<file path="src/rtl/xbus_seq_pkg.sv">
package xbus_seq_pkg;
  typedef enum logic [2:0] {
    ST_IDLE = 3'd0,
    ST_ADDR = 3'd1,
    ST_HOLD = 3'd2,
    ST_STRB = 3'd3,
    ST_DONE = 3'd4
  } seq_state_t;
endpackage

</file>
<file path="src/rtl/xbus_stretch_decode.sv">
module xbus_stretch_decode #(
  parameter int SW = 3,
  parameter int CW = 6
) (
  input  logic [SW-1:0] code,
  output logic [CW-1:0] ale_len,
  output logic [CW-1:0] su_len,
  output logic [CW-1:0] hold_len,
  output logic [CW-1:0] strb_len
);
  // Lengths are in phases (half system clocks).
  always_comb begin
    if (code == '0) begin
      ale_len  = CW'(3);
      su_len   = CW'(1);
      hold_len = CW'(1);
      strb_len = CW'(4);
    end else if (code < SW'(4)) begin
      ale_len  = CW'(4);
      su_len   = CW'(2);
      hold_len = CW'(2);
      strb_len = CW'(code) << 3;
    end else begin
      ale_len  = CW'(12);
      su_len   = CW'(10);
      hold_len = CW'(10);
      strb_len = CW'(code) << 3;
    end
  end
endmodule

</file>
<file path="src/rtl/xbus_seq_fsm.sv">
module xbus_seq_fsm
  import xbus_seq_pkg::*;
#(
  parameter int SW = 3,
  parameter int CW = 6
) (
  input  logic          clk,
  input  logic          rst_n,
  input  logic          start,
  input  logic          wr_sel,
  input  logic [SW-1:0] stretch_in,
  output seq_state_t    state,
  output logic [CW-1:0] cnt,
  output logic          wr_q,
  output logic [CW-1:0] su_len,
  output logic          accept
);
  seq_state_t    st_q, st_d;
  logic [CW-1:0] cnt_q, cnt_d;
  logic [SW-1:0] str_q, str_d;
  logic          wr_d, wr_r;
  logic [SW-1:0] code_sel;
  logic [CW-1:0] ale_len, hold_len, strb_len;

  assign code_sel = (st_q == ST_IDLE) ? stretch_in : str_q;

  xbus_stretch_decode #(.SW(SW), .CW(CW)) u_dec (
    .code     (code_sel),
    .ale_len  (ale_len),
    .su_len   (su_len),
    .hold_len (hold_len),
    .strb_len (strb_len)
  );

  always_comb begin
    st_d   = st_q;
    cnt_d  = cnt_q;
    str_d  = str_q;
    wr_d   = wr_r;
    accept = 1'b0;
    case (st_q)
      ST_IDLE: if (start) begin
        accept = 1'b1;
        st_d   = ST_ADDR;
        cnt_d  = ale_len - CW'(1);
        str_d  = stretch_in;
        wr_d   = wr_sel;
      end
      ST_ADDR: if (cnt_q == '0) begin
        st_d  = ST_HOLD;
        cnt_d = hold_len - CW'(1);
      end else cnt_d = cnt_q - CW'(1);
      ST_HOLD: if (cnt_q == '0) begin
        st_d  = ST_STRB;
        cnt_d = strb_len - CW'(1);
      end else cnt_d = cnt_q - CW'(1);
      ST_STRB: if (cnt_q == '0) begin
        st_d  = ST_DONE;
        cnt_d = CW'(1);
      end else cnt_d = cnt_q - CW'(1);
      ST_DONE: if (cnt_q == '0) st_d = ST_IDLE;
               else cnt_d = cnt_q - CW'(1);
      default: st_d = ST_IDLE;
    endcase
  end

  always_ff @(posedge clk or negedge rst_n) begin
    if (!rst_n) begin
      st_q  <= ST_IDLE;
      cnt_q <= '0;
      str_q <= '0;
      wr_r  <= 1'b0;
    end else begin
      st_q  <= st_d;
      cnt_q <= cnt_d;
      str_q <= str_d;
      wr_r  <= wr_d;
    end
  end

  assign state = st_q;
  assign cnt   = cnt_q;
  assign wr_q  = wr_r;


  stretch_held_chk: assert property (@(posedge clk) disable iff (!rst_n)
    (st_q != ST_IDLE && $past(st_q) != ST_IDLE) |-> ($stable(str_q) && $stable(wr_r)));

  busy_no_accept_chk: assert property (@(posedge clk) disable iff (!rst_n)
    (st_q == ST_DONE) |=> (st_q != ST_ADDR));
endmodule

</file>
<file path="src/rtl/xbus_bus_drive.sv">
module xbus_bus_drive
  import xbus_seq_pkg::*;
#(
  parameter int DW = 8,
  parameter int CW = 6
) (
  input  logic          clk,
  input  logic          rst_n,
  input  logic          accept,
  input  seq_state_t    state,
  input  logic [CW-1:0] cnt,
  input  logic          wr_q,
  input  logic [CW-1:0] su_len,
  input  logic [DW-1:0] addr,
  input  logic [DW-1:0] wdata,
  input  logic [DW-1:0] bus_in,
  output logic [DW-1:0] bus_out,
  output logic          bus_oe,
  output logic          ale,
  output logic          rd_n,
  output logic          wr_n,
  output logic          done,
  output logic [DW-1:0] rdata
);
  logic [DW-1:0] addr_q, addr_d, wd_q, wd_d, rd_q, rd_d;
  logic          cap_en, addr_ph;

  assign cap_en = (state == ST_STRB) && (cnt == '0) && !wr_q;

  always_comb begin
    addr_d = accept ? addr  : addr_q;
    wd_d   = accept ? wdata : wd_q;
    rd_d   = cap_en ? bus_in : rd_q;
  end

  always_ff @(posedge clk or negedge rst_n) begin
    if (!rst_n) begin
      addr_q <= '0;
      wd_q   <= '0;
      rd_q   <= '0;
    end else begin
      addr_q <= addr_d;
      wd_q   <= wd_d;
      rd_q   <= rd_d;
    end
  end

  assign addr_ph = (state == ST_ADDR) || (state == ST_HOLD);
  assign ale     = (state == ST_ADDR);
  assign bus_oe  = ((state == ST_ADDR) && (cnt < su_len)) || (state == ST_HOLD) ||
                   (wr_q && ((state == ST_STRB) || ((state == ST_DONE) && (cnt == CW'(1)))));
  assign bus_out = addr_ph ? addr_q : wd_q;
  assign rd_n    = !((state == ST_STRB) && !wr_q);
  assign wr_n    = !((state == ST_STRB) && wr_q);
  assign done    = (state == ST_DONE);
  assign rdata   = rd_q;


  strobe_excl_chk: assert property (@(posedge clk) disable iff (!rst_n) (rd_n || wr_n));

  read_release_chk: assert property (@(posedge clk) disable iff (!rst_n) !rd_n |-> !bus_oe);

  addr_hold_chk: assert property (@(posedge clk) disable iff (!rst_n)
    $fell(ale) |-> (bus_oe && bus_out == $past(bus_out)));

  done_after_strobe_chk: assert property (@(posedge clk) disable iff (!rst_n)
    $rose(done) |-> $past(!rd_n || !wr_n));
endmodule

</file>
<file path="src/rtl/xbus_stretch_seq.sv">
module xbus_stretch_seq
  import xbus_seq_pkg::*;
#(
  parameter int DW = 8,
  parameter int SW = 3
) (
  input  logic          clk,
  input  logic          rst_n,
  input  logic          start,
  input  logic          wr_sel,
  input  logic [SW-1:0] stretch,
  input  logic [DW-1:0] addr,
  input  logic [DW-1:0] wdata,
  input  logic [DW-1:0] bus_in,
  output logic [DW-1:0] bus_out,
  output logic          bus_oe,
  output logic          ale,
  output logic          rd_n,
  output logic          wr_n,
  output logic          done,
  output logic [DW-1:0] rdata
);
  localparam int MAX_STRB = 8 * ((1 << SW) - 1);
  localparam int CW       = $clog2(MAX_STRB + 1);

  logic [1:0]    rs_q;
  logic          rst_i_n;
  seq_state_t    state;
  logic [CW-1:0] cnt, su_len;
  logic          wr_q, accept;

  always_ff @(posedge clk or negedge rst_n) begin
    if (!rst_n) rs_q <= 2'b00;
    else        rs_q <= {rs_q[0], 1'b1};
  end
  assign rst_i_n = rs_q[1];

  xbus_seq_fsm #(.SW(SW), .CW(CW)) u_fsm (
    .clk        (clk),
    .rst_n      (rst_i_n),
    .start      (start),
    .wr_sel     (wr_sel),
    .stretch_in (stretch),
    .state      (state),
    .cnt        (cnt),
    .wr_q       (wr_q),
    .su_len     (su_len),
    .accept     (accept)
  );

  xbus_bus_drive #(.DW(DW), .CW(CW)) u_drv (
    .clk     (clk),
    .rst_n   (rst_i_n),
    .accept  (accept),
    .state   (state),
    .cnt     (cnt),
    .wr_q    (wr_q),
    .su_len  (su_len),
    .addr    (addr),
    .wdata   (wdata),
    .bus_in  (bus_in),
    .bus_out (bus_out),
    .bus_oe  (bus_oe),
    .ale     (ale),
    .rd_n    (rd_n),
    .wr_n    (wr_n),
    .done    (done),
    .rdata   (rdata)
  );
endmodule

</file>
<file path="config.mk">
export PLATFORM = sky130hd
export DESIGN_NAME = xbus_stretch_seq
export DESIGN_NICKNAME = d
export VERILOG_FILES = /design/src/rtl/xbus_seq_pkg.sv /design/src/rtl/xbus_stretch_decode.sv /design/src/rtl/xbus_seq_fsm.sv /design/src/rtl/xbus_bus_drive.sv /design/src/rtl/xbus_stretch_seq.sv
export SDC_FILE = /design/constraint.sdc
export NUM_CORES = 1
export LEC_CHECK = 0
export ABC_AREA = 1
export BUFFER_PORTS_ARGS = -buffer_cell sky130_fd_sc_hd__buf_2
export CORE_MARGIN = 8
export CORE_UTILIZATION = 50
export CTS_CLUSTER_SIZE = 12
export DETAILED_ROUTE_END_ITERATION = 8
export HOLD_SLACK_MARGIN = 0.05
export PLACE_DENSITY = 0.74
export SETUP_SLACK_MARGIN = 0.1
export SYNTH_ARGS = -nofsm -noshare
export SYNTH_HDL_FRONTEND = slang
export SYNTH_SLANG_ARGS = --single-unit
export TNS_END_PERCENT = 100
</file>
<file path="constraint.sdc">
create_clock -name clk -period 3.5 [get_ports clk]
set_input_delay 0.7 -clock clk [delete_from_list [all_inputs] [get_ports clk]]
set_output_delay 0.7 -clock clk [all_outputs]
set_load 0.02 [all_outputs]
</file>
==> results of run 1 <==
-- cell families (layout without fill, tap and decap cells) --
logic type | after synthesis | after routing | share of synthesized area [%]
AO/OA/AOI/OAI | 21 | 21 | 5.81
multiplexers | 8 | 8 | 4.18
adder cells (fa/ha/maj) | 4 | 4 | 2.32
AND/OR/NAND/NOR | 180 | 180 | 35.7
other | 1 | 1 | 0.174
XOR/XNOR | 2 | 2 | 0.813
flip-flops | 39 | 39 | 45.3
buffers and inverters | 31 | 89 | 5.69
-- layout make-up --
type / instances / area, um2 / area share, %
tap: 52 / 65.1 / 2.49
multi-input combinational: 216 / 1060 / 40.4
inverter: 28 / 108 / 4.12
sequential: 39 / 976 / 37.4
clock buffer: 5 / 68.8 / 2.64
clock inverter: 3 / 67.6 / 2.59
timing repair buffer: 53 / 270 / 10.3
-- placed cells by master, fill, tap and decap left out --
cell type,synthesis,final
a2111oi_0,1,1
a21boi_0,1,1
a21oi_1,4,4
a21oi_2,1,1
a31oi_1,1,1
and2_1,1,1
buf_2,3,51
buf_4,0,2
bufinv_16,0,2
clkbuf_8,0,5
clkinvlp_4,0,1
conb_1,1,1
dfrtp_1,39,39
ha_1,4,4
inv_1,21,21
inv_2,6,6
inv_4,1,1
mux2_2,8,8
nand2_1,134,134
nand2_2,5,5
nand2_4,3,3
nand3_1,16,16
nand3_2,1,1
nand3b_1,2,2
nor2_1,13,13
nor2_2,3,3
nor2_4,2,2
o211ai_1,1,1
o21a_1,1,1
o21ai_0,9,9
o21ai_1,1,1
o21ai_2,1,1
xor2_1,2,2
-- worst paths after layout --
| check | depth (start not counted) | to | startpoint | slack, ps |
|---|---|---|---|---|
| worst max register to register | 6 | u_drv.wd_q[1]$_DFFE_PN0P_ | u_fsm.state[2]$_DFFE_PN0P_ | 1420 |
| worst max-delay path | 9 | bus_oe | u_fsm.state[2]$_DFFE_PN0P_ | 460 |
| max in group asynchronous | 1 | u_drv.addr_q[7]$_DFFE_PN0P_ | rs_q[1]$_DFF_PN0_ | 2290 |
| worst min-delay path | 1 | rs_q[1]$_DFF_PN0_ | rst_n | 170 |
| worst min register to register | 0 | rs_q[1]$_DFF_PN0_ | rs_q[0]$_DFF_PN0_ | 370 |
| min in group clk | 0 | rs_q[1]$_DFF_PN0_ | rs_q[0]$_DFF_PN0_ | 370 |
-- routing by layer --
layer  routed length (um)  GRT usage (%)  share of wire, %
met5                    0              0                 0
met4                   73           6.32               1.4
met3                  278           4.49               5.5
met2                 2390           27.4                47
met1                 2350           20.8                46
-- flip-flops by register name, summed over array words and instances (netlist names) --
name / flops
rs_q: 2
u_drv.addr_q: 8
u_drv.rdata: 8
u_drv.wd_q: 8
u_fsm.cnt: 6
u_fsm.state: 3
u_fsm.str_q: 3
u_fsm.wr_q: 1
-- where the power goes --
group / total (mW) / leakage (nW) / switching [mW] / internal, mW
Combinational: 1.51 / 0.952 / 0.989 / 0.525
Sequential: 0.802 / 0.480 / 0.149 / 0.653
Clock: 0.453 / 0.0644 / 0.169 / 0.284
Total: 2.77 / 1.50 / 1.31 / 1.46
-- through the flow --
step | worst slack (ps) | area (um2) | util (%)
after floorplan | 989 | 2150 | -
after global placement | 734 | 2470 | 58.0
after detailed placement | 721 | 2470 | 58.0
after CTS | 472 | 2610 | 61.2
after global routing | 329 | 2610 | 61.2
final | 457 | 2610 | 61.2
==> results.sh, run 1 <==
export IMPL_ys_ff_latch=39
export IMPL_nNetsFinal=378
export IMPL_syn_inst=286
export IMPL_start_kind="flip-flop"
export IMPL_cts_buffer_depth=2
export IMPL_clock_latency_ps=300
export IMPL_synth_cell_types=29
export IMPL_clock_fmax_mhz=329
export IMPL_grt_pass1_wl_um=8850
export IMPL_cts_buffers=5
export IMPL_worstMarginPinSlew_ps=1080
export IMPL_worst_setup_path_end_kind="output pin"
export IMPL_drc=0
export IMPL_cts_repair_resized=0
export IMPL_n_antenna_cell=0
export IMPL_crit_path_frequent_cell="nand2_1"
export IMPL_setup_viol=0
export IMPL_cp_arrival_ps=2340
export IMPL_grt_pass1_vias=1947
export IMPL_cts_setup_buffers=0
export IMPL_synth_most_common_cell="nand2_1"
export IMPL_dieArea_mm2=0.00667
export IMPL_io_pins=52
export IMPL_fillers=397
export IMPL_cp_required_ps=2800
export IMPL_syn_to_final_growth_pct=21.2
export IMPL_syn_area_per_cell_um2=7.53
export IMPL_die_h_um=81.6
export IMPL_rsz0062_at_grt="no"
export IMPL_whs_ps=165
export IMPL_synth_edff_count=0
export IMPL_slew_violations=0
export IMPL_cts_tree="built"
export IMPL_die_w_um=81.6
export IMPL_tns_ps=0
export IMPL_instances_no_fill=396
export IMPL_path_cells="nor2_4 -> nand3_1 -> nand2_1 -> inv_1 -> ha_1 -> a2111oi_0 -> nand2_1 -> nand2_1 -> buf_2"
export IMPL_criticalPathCategory="reg -> out"
export IMPL_grt_max_degree=28
export IMPL_routed_wl_um=5090
export IMPL_start_util_pct=50.5
export IMPL_netlist_area_mm2=0.00215
export IMPL_syn_num_nets=321
export IMPL_leakage_nw=1.50
export IMPL_core_area_mm2=0.00426
export IMPL_drtPass1Iterations=4
export IMPL_ant_nets=0
export IMPL_dpl_hpwl_um=3820
export IMPL_crit_buf_inv=2
export IMPL_vias_per_cell=4.94
export IMPL_synth_top_cell_area_share_pct=45.3
export IMPL_path_clk_slew_ps=80
export IMPL_routedWlPerCell_um=12.9
export IMPL_critPathMaxStageDelay_ps=470
export IMPL_grt_overflow=0
export IMPL_ys_async_sr_fraction_pct=100
export IMPL_cts_root_buf="clkbuf_8"
export IMPL_ctsHtreeMaxLevel=2
export IMPL_layout_drive_gt1_share_pct=26.7
export IMPL_fp_row_count=24
export IMPL_antenna_found_initial=0
export IMPL_place_gp_congestion=0.914
export IMPL_max_cap_violations=0
export IMPL_clock_skew_ps=4.13
export IMPL_cp_slowest_cell="dfrtp_1"
export IMPL_synthTopCellsByArea="dfrtp_1, nand2_1, mux2_2, nand3_1, inv_1"
export IMPL_yosysWarnings=0
export IMPL_hold_buffers=0
export IMPL_finalCritPeriodShare_pct=86.9
export IMPL_dr_total_vias=1958
export IMPL_power_mw=2.77
export IMPL_cp_max_fo=7
export IMPL_dr_first_iter_drc_count=144
export IMPL_dp_cells=388
export IMPL_finalHoldViolCount=0
export IMPL_critPathTopFamily="simple AND/OR/NAND/NOR gates"
export IMPL_clock_sinks=39
export IMPL_ys_seq_area_share_pct=45.3
export IMPL_synth_common_cells="nand2_1, dfrtp_1, inv_1, nand3_1, nor2_1"
export IMPL_min_period_ps=3040
export IMPL_status="completed"
export IMPL_peakVddDrop_mv=0.529
export IMPL_synth_flop_cell="dfrtp_1"
export IMPL_relSlewSlack_pct=28.1
export IMPL_grt_usage_pct=16.8
export IMPL_hold_class="in -> async"
export IMPL_yosysTopAreaCell="dfrtp_1"
export IMPL_io_buffers=51
export IMPL_powerDensity_mw_per_mm2=1060
Note: power is estimated with default switching activity, not from simulation.
==> inputs of run 2 (changes only) <==
CORE_UTILIZATION = 24   (was 50)
PLACE_DENSITY = 0.41   (was 0.74)
==> results.sh, run 2 (synthesized netlist as in run 1, its figures left out) <==
export IMPL_dr_total_vias=1939
export IMPL_io_buffers=51
export IMPL_max_cap_violations=0
export IMPL_setup_viol=0
export IMPL_cts_buffer_depth=2
export IMPL_start_kind="flip-flop"
export IMPL_clock_skew_ps=8.12
export IMPL_path_clk_slew_ps=80
export IMPL_power_mw=2.75
export IMPL_startpoint="u_fsm.state[2]$_DFFE_PN0P_"
export IMPL_drtPass1Iterations=5
export IMPL_hold_buffers=0
export IMPL_die_w_um=111
export IMPL_powerDensity_mw_per_mm2=1030
export IMPL_worst_setup_path_end_kind="output pin"
export IMPL_final_area_mm2=0.00266
export IMPL_start_util_pct=24.7
export IMPL_grt_overflow=0
export IMPL_r2r_start="u_fsm.state[2]$_DFFE_PN0P_"
export IMPL_ant_nets=0
export IMPL_finalHoldViolCount=0
export IMPL_grt_max_degree=30
export IMPL_reg2regPathDepth=6
export IMPL_routedWlPerCell_um=13.1
export IMPL_criticalPathCategory="reg -> out"
export IMPL_cts_root_buf="clkbuf_8"
export IMPL_min_period_ps=3100
export IMPL_layout_drive_gt1_share_pct=26.7
export IMPL_syn_to_final_growth_pct=23.6
export IMPL_hold_class="reg -> async"
export IMPL_vias_per_cell=4.29
export IMPL_grt_pass1_vias=1998
export IMPL_whs_ps=158
export IMPL_dpl_hpwl_um=4580
export IMPL_final_core_util_pct=30.5
export IMPL_clock_sinks=39
export IMPL_mostFrequentLayoutCell="nand2_1"
export IMPL_leakage_nw=1.49
export IMPL_place_gp_congestion=0.808
export IMPL_cts_repair_resized=0
export IMPL_final_seq_area_um2=976
export IMPL_die_h_um=111
export IMPL_clock_latency_ps=290
export IMPL_cp_arrival_ps=2400
export IMPL_grt_pass1_wl_um=10100
export IMPL_dr_first_iter_drc_count=126
export IMPL_routed_wl_um=5930
export IMPL_status="completed"
export IMPL_clock_fmax_mhz=323
export IMPL_core_area_mm2=0.00872
export IMPL_drc=0
export IMPL_antenna_found_initial=0
export IMPL_ctsHtreeMaxLevel=2
export IMPL_finalCritPeriodShare_pct=88.5
export IMPL_n_antenna_cell=0
export IMPL_nNetsFinal=378
export IMPL_fp_row_count=34
export IMPL_reg2reg_slack_ps=1590
export IMPL_peakVddDrop_mv=0.413
export IMPL_multi_input_area_mm2=0.00106
export IMPL_grt_usage_pct=9.93
export IMPL_cp_required_ps=2800
export IMPL_dieArea_mm2=0.0123
export IMPL_placedInstanceArea_mm2=0.00254
export IMPL_cts_buffers=5
export IMPL_layout_common_cells="nand2_1, buf_2, dfrtp_1"
export IMPL_cts_setup_buffers=0
export IMPL_worstMarginPinSlew_ps=609
export IMPL_tns_ps=0
export IMPL_slew_violations=0
export IMPL_io_pins=52
export IMPL_relSlewSlack_pct=59.2
export IMPL_cts_tree="built"
export IMPL_r2r_end="u_drv.addr_q[5]$_DFFE_PN0P_"
export IMPL_rsz0062_at_grt="no"
export IMPL_fillers=963
export IMPL_cp_max_fo=7
==> run 2: final cells by class <==
cell class	instances	area share, %
inverter	28	4.04
tap	108	5.08
sequential	39	36.7
timing repair buffer	53	10.2
multi-input combinational	216	39.7
clock buffer	6	3.10
clock inverter	2	1.32
==> run 2: worst max path at each step <==
stage	slack [ps]	depth (start not counted)	to
5_1_grt	170	9	bus_oe
6_report	400	10	bus_oe
4_1_cts	410	10	bus_oe
3_5_place_dp	660	9	bus_oe
2_1_floorplan	990	7	bus_oe
3_3_place_gp	680	9	bus_oe
==> run 2: metrics by stage <==
step	std cells	setup WS, ps
floorplan	286	989
CTS	452	407
detailed placement	444	663
global route	452	167
global placement	444	679
finish	452	402
==> run 2: where the power goes <==
part	internal (mW)	total (mW)	switching, mW
Clock	0.231	0.401	0.170
Sequential	0.653	0.802	0.149
Combinational	0.525	1.54	1.02
Total	1.41	2.75	1.34
==> run 2: worst max-delay path: stages, from the launching register on <==
cell	delay, ps
dfrtp_1	470
nor2_4	240
nand2_4	110
nand2_1	70
nand2_1	80
inv_1	100
ha_1	240
a2111oi_0	460
nand2_1	90
nand2_1	70
buf_2	160
==> run 2: routing by layer <==
| layer | up-vias | global-route usage, % | wire length (um) |
|---|---|---|---|
| met2 | 42 | 15.6 | 2580 |
| met1 | 888 | 12.6 | 2930 |
| met4 | 0 | 2.70 | 50 |
| met5 | - | 0 | 0 |
| li1 | 1003 | - | - |
| met3 | 6 | 3.41 | 367 |
==> inputs of run 3 (changes only) <==
CTS_CLUSTER_SIZE = 25   (was 12)
PLACE_DENSITY = 0.43   (was 0.41)
clock period = 2.6 ns   (was 3.5 ns; I/O delays follow)
==> results.sh, run 3 (synthesized netlist as in run 1, its figures left out) <==
export IMPL_status="completed"
export IMPL_powerDensity_mw_per_mm2=1380
export IMPL_cp_max_fo=5
export IMPL_grt_max_degree=28
export IMPL_clock_sinks=39
export IMPL_dieArea_mm2=0.0123
export IMPL_finalHoldViolCount=0
export IMPL_layout_drive_gt1_share_pct=31.9
export IMPL_ant_nets=0
export IMPL_placedInstanceArea_mm2=0.00257
export IMPL_n_antenna_cell=0
export IMPL_tns_ps=0
export IMPL_dpl_hpwl_um=4610
export IMPL_antenna_found_initial=1
export IMPL_rsz0062_at_grt="yes"
export IMPL_setup_ws_ps=77.2
export IMPL_whs_ps=177
export IMPL_final_seq_area_um2=977
export IMPL_vias_per_cell=4.38
export IMPL_dp_cells=447
export IMPL_cp_slowest_cell="dfrtp_1"
export IMPL_drc=0
export IMPL_clock_latency_ps=290
export IMPL_start_util_pct=24.7
export IMPL_power_mw=3.84
export IMPL_dr_total_vias=2024
export IMPL_criticalPathCategory="reg -> out"
export IMPL_max_cap_violations=0
export IMPL_leakage_nw=1.52
export IMPL_fillers=962
export IMPL_syn_to_final_growth_pct=28.7
export IMPL_slew_violations=0
export IMPL_peakVddDrop_mv=0.519
export IMPL_die_w_um=111
export IMPL_critPathTopFamily="simple AND/OR/NAND/NOR gates"
export IMPL_core_area_mm2=0.00872
export IMPL_hold_class="reg -> async"
export IMPL_drtPass1Iterations=4
export IMPL_cp_required_ps=2080
export IMPL_grt_overflow=0
export IMPL_cts_buffer_depth=2
export IMPL_path_clk_slew_ps=80
export IMPL_critPathMaxStageDelay_ps=410
export IMPL_die_h_um=111
export IMPL_cts_tree="built"
export IMPL_path_cells="nor2_4 -> nand2_4 -> buf_6 -> nand2_2 -> nand2_2 -> nor2_4 -> nand2_2 -> inv_2 -> ha_4 -> nand2_2 -> nand2_1 -> nand2_1 -> nand2_1 -> nand2_1 -> buf_6"
export IMPL_clock_skew_ps=5.76
export IMPL_instances_no_fill=462
export IMPL_clock_fmax_mhz=396
export IMPL_final_core_util_pct=31.8
export IMPL_cts_buffers=5
export IMPL_place_gp_congestion=0.820
export IMPL_cts_root_buf="clkbuf_8"
export IMPL_io_buffers=51
export IMPL_grt_pass1_wl_um=10200
export IMPL_dr_first_iter_drc_count=66
export IMPL_ctsHtreeMaxLevel=2
export IMPL_routedWlPerCell_um=12.9
export IMPL_post_place_ws_ps=130
export IMPL_fp_row_count=34
export IMPL_grt_pass1_vias=2118
export IMPL_layout_common_cells="nand2_1, buf_2, dfrtp_1"
export IMPL_finalCritPeriodShare_pct=97.0
export IMPL_multi_input_area_mm2=0.00110
export IMPL_io_pins=52
export IMPL_routed_wl_um=5970
export IMPL_mostFrequentLayoutCell="nand2_1"
export IMPL_crit_buf_inv=3
export IMPL_worst_setup_path_end_kind="output pin"
export IMPL_nNetsFinal=388
export IMPL_grt_usage_pct=9.93
export IMPL_final_area_mm2=0.00277
export IMPL_min_period_ps=2520
export IMPL_cp_arrival_ps=2000
export IMPL_setup_viol=0
export IMPL_start_kind="flip-flop"
run 3: cell count changes in the layout (fill, tap and decap cells not counted), moves of 3 or more:
cell | previous run | this run
nand2_2 | 5 | 11
buf_4 | 2 | 9
nand2_1 | 134 | 128
buf_6 | 0 | 3
run 3: final cells by class:
cell class	count	area share [%]
clock buffers	5	2.48
clock inverters	3	0.722
inverters	28	3.88
multi-input cells	216	39.8
flip-flops and latches	39	35.2
well taps	108	4.87
repair buffers	63	13.0
run 3: final timing paths:
kind / startpoint / end / slack [ps] / cells past startpoint
worst max register to register: u_fsm.cnt[1]$_DFFE_PN0P_ / u_fsm.cnt[3]$_DFFE_PN0P_ / 690 / 10
min in group clk: rs_q[0]$_DFF_PN0_ / rs_q[1]$_DFF_PN0_ / 350 / 0
worst max-delay path: u_fsm.state[2]$_DFFE_PN0P_ / bus_oe / 80 / 15
worst min-delay path: rs_q[1]$_DFF_PN0_ / u_drv.rdata[5]$_DFFE_PN0P_ / 180 / 0
worst min register to register: rs_q[1]$_DFF_PN0_ / u_drv.rdata[5]$_DFFE_PN0P_ / 180 / 0
max in group asynchronous: rs_q[1]$_DFF_PN0_ / u_fsm.state[0]$_DFFE_PN0P_ / 1670 / 1
run 3: what timing repair did:
action / 4_1_cts / 5_1_grt
buffers inserted: 6 / 0
hold buffers: 1 / 0
gates resized for setup: 17 / 0
setup endpoints to repair: 1 / 1
endpoints found under the hold margin: 2 / 0
pin swaps: 7 / 0
run 3: routing by layer:
metal | vias up | track usage (%) | wire (um)
met2 | 56 | 16.1 | 2700
met4 | 2 | 2.52 | 102
li1 | 1020 | - | -
met1 | 934 | 12.1 | 2800
met5 | - | 0 | 12
met3 | 12 | 3.57 | 352
run 3: power breakdown:
part	switching (mW)	internal, mW	leakage [nW]	total, mW
Clock	0.225	0.187	0.0402	0.412
Sequential	0.198	0.881	0.479	1.08
Combinational	1.46	0.883	1.00	2.35
